## config.mk

```make
export PLATFORM = sky130hd
export DESIGN_NAME = interval_counter_chan
export DESIGN_NICKNAME = d
export VERILOG_FILES = /design/src/rtl/ict_pkg.sv /design/src/rtl/ict_gate_edge.sv /design/src/rtl/ict_ctrl.sv /design/src/rtl/ict_view.sv /design/src/rtl/interval_counter_chan.sv
export SDC_FILE = /design/constraint.sdc
export NUM_CORES = 1
export LEC_CHECK = 0
export ABC_AREA = 1
export BUFFER_PORTS_ARGS = -buffer_cell sky130_fd_sc_hd__buf_2
export CORE_UTILIZATION = 30
export DETAILED_ROUTE_END_ITERATION = 7
export GPL_TIMING_DRIVEN = 1
export SYNTH_ARGS = -nofsm -noshare
export SYNTH_HDL_FRONTEND = slang
export SYNTH_HIERARCHICAL = 1
export SYNTH_SLANG_ARGS = --single-unit
export TNS_END_PERCENT = 100
```

## constraint.sdc

```tcl
create_clock -name clk_i -period 3.6 [get_ports clk_i]
set_input_delay 0.54 -clock clk_i [delete_from_list [all_inputs] [get_ports clk_i]]
set_output_delay 0.54 -clock clk_i [all_outputs]
set_load 0.01 [all_outputs]
```

## src/rtl/ict_pkg.sv

```systemverilog
package ict_pkg;
  typedef enum logic [2:0] {
    ICT_TERM    = 3'd0,
    ICT_ONESHOT = 3'd1,
    ICT_RATE    = 3'd2,
    ICT_SQUARE  = 3'd3,
    ICT_SWSTB   = 3'd4,
    ICT_HWSTB   = 3'd5
  } ict_mode_e;

  // codes 6/7 fold onto 2/3
  function automatic ict_mode_e ict_norm(input logic [2:0] raw);
    if (raw[2:1] == 2'b11) return ict_mode_e'({1'b0, raw[1:0]});
    return ict_mode_e'(raw);
  endfunction

  function automatic logic ict_is_per(input ict_mode_e m);
    return (m == ICT_RATE) || (m == ICT_SQUARE);
  endfunction

  function automatic logic ict_is_trig(input ict_mode_e m);
    return (m == ICT_ONESHOT) || (m == ICT_HWSTB);
  endfunction
endpackage

```

## src/rtl/ict_gate_edge.sv

```systemverilog
module ict_gate_edge #(
  parameter logic RST_LVL = 1'b1
) (
  input  logic clk_i,
  input  logic rst_ni,
  input  logic gate_i,
  output logic rise_o
);
  logic gate_q;

  always_ff @(posedge clk_i or negedge rst_ni) begin
    if (!rst_ni) gate_q <= RST_LVL;
    else         gate_q <= gate_i;
  end

  assign rise_o = gate_i & ~gate_q;
endmodule

```

## src/rtl/ict_ctrl.sv

```systemverilog
module ict_ctrl
  import ict_pkg::*;
(
  input  logic      clk_i,
  input  logic      rst_ni,
  input  logic      wr_i,
  input  logic [2:0] raw_i,
  input  logic      bcd_i,
  output ict_mode_e mode_o,
  output logic      bcd_o,
  output logic      valid_o
);
  always_ff @(posedge clk_i or negedge rst_ni) begin
    if (!rst_ni) begin
      mode_o  <= ICT_TERM;
      bcd_o   <= 1'b0;
      valid_o <= 1'b0;
    end else if (wr_i) begin
      mode_o  <= ict_norm(raw_i);
      bcd_o   <= bcd_i;
      valid_o <= 1'b1;
    end
  end

  p_alias_r2: assert property (@(posedge clk_i) disable iff (!rst_ni)
    (wr_i && raw_i[2:1] == 2'b11) |=> (mode_o == {2'b01, $past(raw_i[0])}));
endmodule

```

## src/rtl/ict_view.sv

```systemverilog
module ict_view
  import ict_pkg::*;
#(
  parameter int CW = 16,
  localparam int IW = CW + 1
) (
  input  ict_mode_e         mode_i,
  input  logic              valid_i,
  input  logic [IW-1:0]     cnt_i,
  input  logic [IW-1:0]     init_i,
  output logic [CW-1:0]     count_o
);
  logic [IW:0]   dbl;
  logic [IW-1:0] red;

  always_comb begin
    dbl = {cnt_i, 1'b0};
    red = IW'((dbl >= {1'b0, init_i}) ? dbl - {1'b0, init_i} : dbl);
    if (!valid_i)                  count_o = '0;
    else if (mode_i == ICT_RATE)   count_o = CW'(init_i - cnt_i);
    else if (mode_i == ICT_SQUARE) count_o = CW'(init_i - red);
    else                           count_o = cnt_i[CW-1:0];
  end
endmodule

```

## src/rtl/interval_counter_chan.sv

```systemverilog
module interval_counter_chan
  import ict_pkg::*;
#(
  parameter int   CW           = 16,
  parameter logic GATE_RST_LVL = 1'b1,
  localparam int  IW           = CW + 1
) (
  input  logic          clk_i,
  input  logic          rst_ni,
  input  logic          tick_i,
  input  logic          gate_i,
  input  logic          mode_wr_i,
  input  logic [2:0]    mode_i,
  input  logic          bcd_i,
  input  logic          load_i,
  input  logic [CW-1:0] load_val_i,
  output logic [CW-1:0] count_o,
  output logic          out_o,
  output logic [2:0]    mode_o,
  output logic          bcd_o,
  output logic          idle_o
);
  ict_mode_e     mode_q;
  logic          valid_q, rise;
  logic          loaded_q, run_q, done_q, out_q;
  logic [IW-1:0] cnt_q, init_q;

  ict_ctrl u_ctrl (
    .clk_i, .rst_ni, .wr_i(mode_wr_i), .raw_i(mode_i), .bcd_i,
    .mode_o(mode_q), .bcd_o, .valid_o(valid_q)
  );

  ict_gate_edge #(.RST_LVL(GATE_RST_LVL)) u_gate (
    .clk_i, .rst_ni, .gate_i, .rise_o(rise)
  );

  ict_view #(.CW(CW)) u_view (
    .mode_i(mode_q), .valid_i(valid_q), .cnt_i(cnt_q), .init_i(init_q), .count_o
  );

  logic          per, trig, en, te, wrap;
  logic [IW-1:0] ph_inc, ph_nxt, half, nval;
  ict_mode_e     wr_mode;

  always_comb begin
    wr_mode = ict_norm(mode_i);
    per     = ict_is_per(mode_q);
    trig    = ict_is_trig(mode_q);
    en      = tick_i && run_q && (trig || gate_i);
    te      = en && !per && !done_q && (cnt_q[CW-1:0] == CW'(1));
    ph_inc  = cnt_q + IW'(1);
    wrap    = (ph_inc == init_q);
    ph_nxt  = wrap ? '0 : ph_inc;
    half    = IW'(({1'b0, init_q} + (IW+1)'(1)) >> 1);
    nval    = {(load_val_i == '0), load_val_i};  // 0 -> 2^CW
  end

  always_ff @(posedge clk_i or negedge rst_ni) begin
    if (!rst_ni) begin
      loaded_q <= 1'b0;
      run_q    <= 1'b0;
      done_q   <= 1'b0;
      out_q    <= 1'b0;
      cnt_q    <= '0;
      init_q   <= '0;
    end else if (mode_wr_i) begin
      loaded_q <= 1'b0;
      run_q    <= 1'b0;
      done_q   <= 1'b0;
      cnt_q    <= '0;
      init_q   <= '0;
      out_q    <= (wr_mode != ICT_TERM);
    end else if (!valid_q) begin
      // idle until programmed
    end else if (load_i) begin
      init_q   <= nval;
      loaded_q <= 1'b1;
      done_q   <= 1'b0;
      if (per) begin
        cnt_q <= '0;
        run_q <= 1'b1;
        out_q <= 1'b1;
      end else begin
        cnt_q <= {1'b0, load_val_i};
        run_q <= !trig;
        out_q <= (mode_q != ICT_TERM);
      end
    end else if (rise && loaded_q && (trig || per)) begin
      run_q  <= 1'b1;
      done_q <= 1'b0;
      cnt_q  <= per ? '0 : {1'b0, init_q[CW-1:0]};
      out_q  <= (mode_q != ICT_ONESHOT);
    end else if (tick_i) begin
      if (per) begin
        if (en) cnt_q <= ph_nxt;
        if (mode_q == ICT_RATE) out_q <= !(en && wrap);
        else if (en)            out_q <= (ph_nxt < half);
      end else begin
        if (en) cnt_q <= {1'b0, CW'(cnt_q[CW-1:0] - CW'(1))};
        if (te) done_q <= 1'b1;
        case (mode_q)
          ICT_TERM, ICT_ONESHOT: if (te) out_q <= 1'b1;
          default:               out_q <= !te;
        endcase
      end
    end
  end

  assign out_o  = out_q;
  assign mode_o = mode_q;
  assign idle_o = !valid_q;

  p_idle_r1: assert property (@(posedge clk_i) disable iff (!rst_ni)
    !valid_q |-> (!out_o && count_o == '0));

  p_prog_low_r3: assert property (@(posedge clk_i) disable iff (!rst_ni)
    (mode_wr_i && mode_i == 3'd0) |=> !out_o);

  p_prog_high_r3: assert property (@(posedge clk_i) disable iff (!rst_ni)
    (mode_wr_i && mode_i != 3'd0) |=> out_o);

  p_m0_sticky_r5: assert property (@(posedge clk_i) disable iff (!rst_ni)
    (valid_q && mode_o == 3'd0 && out_o && !load_i && !mode_wr_i) |=> out_o);

  p_pause_r6: assert property (@(posedge clk_i) disable iff (!rst_ni)
    (valid_q && (mode_o == 3'd0 || mode_o == 3'd4) && !gate_i && !load_i && !mode_wr_i)
      |=> $stable(count_o));

  p_strobe_once_r10: assert property (@(posedge clk_i) disable iff (!rst_ni)
    (valid_q && mode_o == 3'd4 && !out_o && tick_i && !load_i && !mode_wr_i) |=> out_o);
endmodule

```

Word-level counts from Yosys, hierarchy flattened
Cells that the tools add are included.
- word-level logic and storage cells: 113
- register bits: 44
- input port bits: 26
- output and inout port bits: 22
- muxes and demuxes: 48
- bitwise operators: 2
- order comparisons: 2
- reduce and logical (&&, ||, !) cells: 34
- $add $sub $neg: 6
- equality and inequality tests: 11
- operator list (kind ; number):
    $mux 17 ; 12
    $mux 16 ; 6
    $sub 16x16->16 ; 3
    $mux 1 ; 27
    $add 17x1->18 const B ; 1
    $ge 18x17->1 ; 1
    $add 17x1->17 const B ; 1
    $eq 17x17->1 ; 1
    $lt 17x17->1 ; 1
    $eq 16x1->1 const B ; 1
    $logic_not 16->1 ; 1
    $sub 16x1->16 const B ; 1
    $reduce_bool 4->1 ; 3
    $mux 3 ; 3
    $reduce_bool 3->1 ; 3
    $logic_and 1x1->1 ; 8
    $reduce_and 4->1 ; 2
    $eq 3x2->1 const B ; 2
    $logic_not 1->1 ; 6
    $ne 6x3->1 const B ; 1
    $ne 6x6->1 const B ; 1
    $logic_or 1x1->1 ; 4
    $ne 4x3->1 const B ; 1
    $reduce_and 2->1 ; 2
    10 further kinds ; 11

Logic depth before layout (Yosys ltp)
- depth in word-level cells: 15
- gate-level depth with buffers: 32
- gate-level depth less buffers: 31

By module
Netlist, hierarchy kept.
- modules (own cells, without submodules) (module ; seq. area each (um^2) ; area an instance (um^2) ; instances ; cells each):
    interval_counter_chan ; 950.9 ; 4088.9 ; 1 ; 653
    ict_view ; 0.0 ; 2837.7 ; 1 ; 496
    ict_ctrl ; 125.1 ; 185.2 ; 1 ; 20
    ict_gate_edge ; 26.3 ; 36.3 ; 1 ; 3

Least setup slack after synthesis
No wires, ideal clock.
- path type: register to output
- start: reg init_q[1]
- end: out count_o[12]
- path buffers: 2
- arrival: 3.406 ns
- data required time: 3.060 ns
- stages on the path, launching flop included: 23
- setup slack: -0.346 ns
- path through: dfrtp_1 -> inv_1 -> ha_1 -> ha_1 -> nand2_1 -> nor2_1 -> nand3_1 -> nand2_1 -> nor2_2 -> nand2_4 -> buf_8 -> buf_2 -> nand2_1 -> o21ai_0 -> ha_1 -> nand3_1 -> nand3_1 -> a21boi_1 -> o21ai_0 -> a21oi_1 -> o21ai_1 -> xor2_1 -> a21oi_1
- longest elaborated chain between the ends: 6
- elaborated cells between the ends (all ways): 8
- classes of those cells: add/sub: 3; order compare: 1; mux: 4
- RTL lines (element ; line ; source):
    start: declaration ; interval_counter_chan.sv:26 ; logic [IW-1:0] cnt_q, init_q;
    start signal: assignment ; interval_counter_chan.sv:76 ; init_q <= nval;
    $sub 16x16->16 or $ge 18x17->1 (tied branches) ; ict_view.sv:18 ; red = IW'((dbl >= {1'b0, init_i}) ? dbl - {1'b0, init_i} : dbl);
    $mux 16 ; ict_view.sv:18 ;
    $sub 16x16->16 ; ict_view.sv:21 ; else if (mode_i == ICT_SQUARE) count_o = CW'(init_i - red);
    $mux 16 ; ict_view.sv:21 ;
    $mux 16 * ; ict_view.sv:20 ; else if (mode_i == ICT_RATE) count_o = CW'(init_i - cnt_i);
    $mux 16 * ; ict_view.sv:19 ; if (!valid_i) count_o = '0;
    end: declaration ; interval_counter_chan.sv:17 ; output logic [CW-1:0] count_o,
Mark *: on every way between the ends. The rest lies on a longest branch, timed or not.

Worst setup path in the final report
- start: reg cnt_q[0]
- end: out count_o[14]
- longest elaborated chain between the ends: 6
- elaborated cells between the ends (all ways): 8
- classes of those cells: add/sub: 3; order compare: 1; mux: 4
- RTL lines (element ; line ; source):
    start: declaration ; interval_counter_chan.sv:26 ;
    start signal: assignment ; interval_counter_chan.sv:84 ; cnt_q <= {1'b0, load_val_i};
    start signal: assignment ; interval_counter_chan.sv:91 ; cnt_q <= per ? '0 : {1'b0, init_q[CW-1:0]};
    start signal: assignment ; interval_counter_chan.sv:95 ; if (en) cnt_q <= ph_nxt;
    $sub 16x16->16 or $ge 18x17->1 (tied branches) ; ict_view.sv:18 ;
    $mux 16 ; ict_view.sv:18 ;
    $sub 16x16->16 ; ict_view.sv:21 ;
    $mux 16 ; ict_view.sv:21 ;
    $mux 16 * ; ict_view.sv:20 ;
    $mux 16 * ; ict_view.sv:19 ;
Marked as above.

==> results.toml <==
[status]
status = "finished, violations left"
violations = "negative setup slack"

[placed_design]
place_area_um2 = 9300
place.gp.congestion = 0.909
dpl.hpwl_mm = 21.8
dp_slack_ps = -291
portBuffers = 47
dp.cells = 1699

[cts]
root_buffer = "clkbuf_16"
cts_max_path_buffers = 2
clock_latency_ps = 290
clkTransAtPathRegs_ps = 70
cts_made_buffers = 5
cts_max_level = 2
cts_sinks = 44
cts_tree = "yes"

[critical_path]
cp_max_fo = 7
critPathCapture = "count_o[14]"
timing.rr.start = "cnt_q[0]"
crit_path_start_kind = "register"
cp-startpoint = "cnt_q[0]"
path_class = "register to primary output"
critPathRequiredTime_ps = 3060
crit_path_end_kind = "primary output"
arrival_ps = 3630
reg2reg_slack_ps = -80
worstReg2RegEnd = "out_o"
reg2regPathDepth = 29

[detailed_routing]
drc = 0
drtIter0Drc = 867
drtAntennaViolNets = 0
first_pass_iters = 6
vias_per_cell = 5.08
wl_per_cell_um = 16.0
met3_length_mm = 1.88
wl_met1_mm = 12.5
maxUsedRoutingLayer = "met4"
met2_length_mm = 12.7
via_count = 8807
wl_mm = 27.8

[timing]
worst_hold_slack_ps = 374
post-route-worst-setup-slack_ps = -569
slew-limit-headroom_pct = 30.1
worstMarginPinSlew_ps = 1050
timing.fmax_mhz = 240
fin_crit_sh_pct = 116
period_minus_slack_ps = 4170
setup_viol_count_final = 15
rsz0062_at_grt = "true"
skew_ps = 9.50
final_max_slew_viol_count = 0
hold_viol = 0

[logic_synthesis]
synth_top_cell_by_area = "dfrtp_1"
synth_flop_cell = "dfrtp_1"
synth_seq_area_share_pct = 15.4
synth_edf_count = 0
synth_nets = 1267
syn_avg_cell_area_um2 = 6.10
synthCells = 1172
synth_area_leaders = "dfrtp_1 (15%), nand2_1 (15%), ha_1 (12%)"
yosysWarnings = 6
yosys.cell_count.top_type = "nand2_1"
yosys.area.top_type_share_pct = 15.1
synth-seq-cells = 44
synth.distinct_cells = 56
ys_async_sr_fraction_pct = 100
synth_common_cells = "nand2_1 (277), inv_1 (157), a21oi_1 (94), nand3_1 (94), o21ai_0 (91)"
synth_area_um2 = 7150

[global_routing]
grt_pass1_wl_mm = 43.2
gr-total-overflow = 0
first_global_vias = 8325
grt_max_degree = 46
grt_usage_pct = 22.6
antenna_found_initial = 1

[floorplanning]
die_w_um = 156
io_pins = 48
die_y_um = 156
start_util_pct = 30.5
die_area_um2 = 24400
rows = 56
core_area_um2 = 23400

[final_layout]
nets = 1510
final_cell_count_no_fill = 1735
layout-drive-gt1-share_pct = 31.1
area_growth_pct = 42.5
design_area_um2 = 10200
diodes = 0

[power_and_ir_drop]
p_per_area_nw_per_um2 = 491
power_leakage_nw = 5.03
ir_drop_v = 0.000206

[job]
drv_cap = 0

[hold_path]
hold_path_class = "primary input to register"
worstHoldStart = "gate_i"
## worst max-delay path: stages, from the launching register on
cell and delay [ps]:
dfrtp_2 430, buf_12 140, ha_4 220, ha_4 160, nand2_4 60, nor2_2 40
nand3_2 60, nand2_2 60, nor2_4 190, nand2_8 110, mux2i_4 210, fa_2 360
nand3_2 100, nand3_4 90, a21boi_4 200, nand3b_1 180, nand2_2 100, buf_4 140
o21ai_1 110, o211ai_1 90, nand2_1 100, nor2_2 40, buf_2 150
## registers in the layout (all words and copies together), names as in the netlist
register / count
u_gate/gate_q: 1
done_q: 1
u_ctrl/mode_o: 3
out_o: 1
loaded_q: 1
init_q: 17
u_ctrl/valid_o: 1
u_ctrl/bcd_o: 1
cnt_q: 17
run_q: 1
## placed cells by master, fill, tap and decap left out, drive strengths merged, types with 5 or more instances in the layout
cell type | Yosys | layout
o31ai | 5 | 5
nor3 | 15 | 15
nor4 | 7 | 7
a21o | 6 | 6
o22ai | 9 | 9
o21bai | 9 | 9
o21ai | 109 | 109
nand3 | 99 | 99
o211ai | 5 | 5
a31oi | 15 | 15
ha | 66 | 66
nand2 | 289 | 290
or2 | 5 | 5
buf | 11 | 266
inv | 168 | 168
nand4 | 26 | 26
dfrtp | 43 | 43
a21oi | 95 | 95
nor2 | 95 | 95
clkbuf | 21 | 7
xnor2 | 15 | 15
xor2 | 35 | 35
## worst min-delay path by stage
stage,slack (ps),cells past startpoint,end
finish,370,1,u_gate/gate_q
global route,370,1,u_gate/gate_q
CTS,370,1,u_gate/gate_q
detailed placement,460,2,u_ctrl/bcd_o
global placement,460,2,u_ctrl/bcd_o
floorplan,240,0,cnt_q[0]
## repair_timing
action,4_1_cts,5_1_grt
cloned,1,1
pin swaps,32,34
resized for setup,50,68
setup endpoints to repair,15,16
hold buffers,0,0
buffers inserted,12,16
## cells by family after synthesis
logic type / Yosys count / share of synthesized area, %
AOI/OAI and AO/OA: 265 / 20.5
buffers and inverters: 202 / 11.2
and+or+nand+nor: 539 / 33.9
adders and majority gates: 69 / 12.4
muxes: 1 / 0.140
other: 1 / 0.0525
xor gates and xnor gates: 51 / 6.44
DFF: 44 / 15.4
## per-layer routing
metal / vias up / track usage (%)
met5: - / 0
met4: 0 / 6.82
met3: 59 / 2.02
met2: 392 / 37.5
met1: 3960 / 31.0
li1: 4396 / -
## power breakdown
| group | leakage (nW) | internal (mW) | switching (mW) | total (mW) |
|---|---|---|---|---|
| Combinational | 4.39 | 1.79 | 2.02 | 3.81 |
| Sequential | 0.546 | 0.545 | 0.0430 | 0.588 |
| Clock | 0.0911 | 0.398 | 0.202 | 0.600 |
| Total | 5.03 | 2.73 | 2.27 | 5.00 |
## area by class of cell
cell class	instances	area, um2
multi-input combinational	927	5880
clock inverter	2	60.1
timing repair buffer	267	1970
sequential	44	1110
fill	2457	13200
clock buffer	6	129
tap	319	399
inverter	170	641
## metrics by stage
| step | util (%) | TNS (ps) | total power, mW |
|---|---|---|---|
| finish | 43.5 | -5510 | 5.00 |
| global route | 43.5 | -8560 | 5.39 |
| CTS | 41.7 | -4380 | 4.51 |
| detailed placement | 39.8 | -1900 | 3.65 |
| global placement | 39.8 | -1300 | 3.62 |
| floorplan | - | -212 | 2.49 |
(Power assumes the default switching activity.)
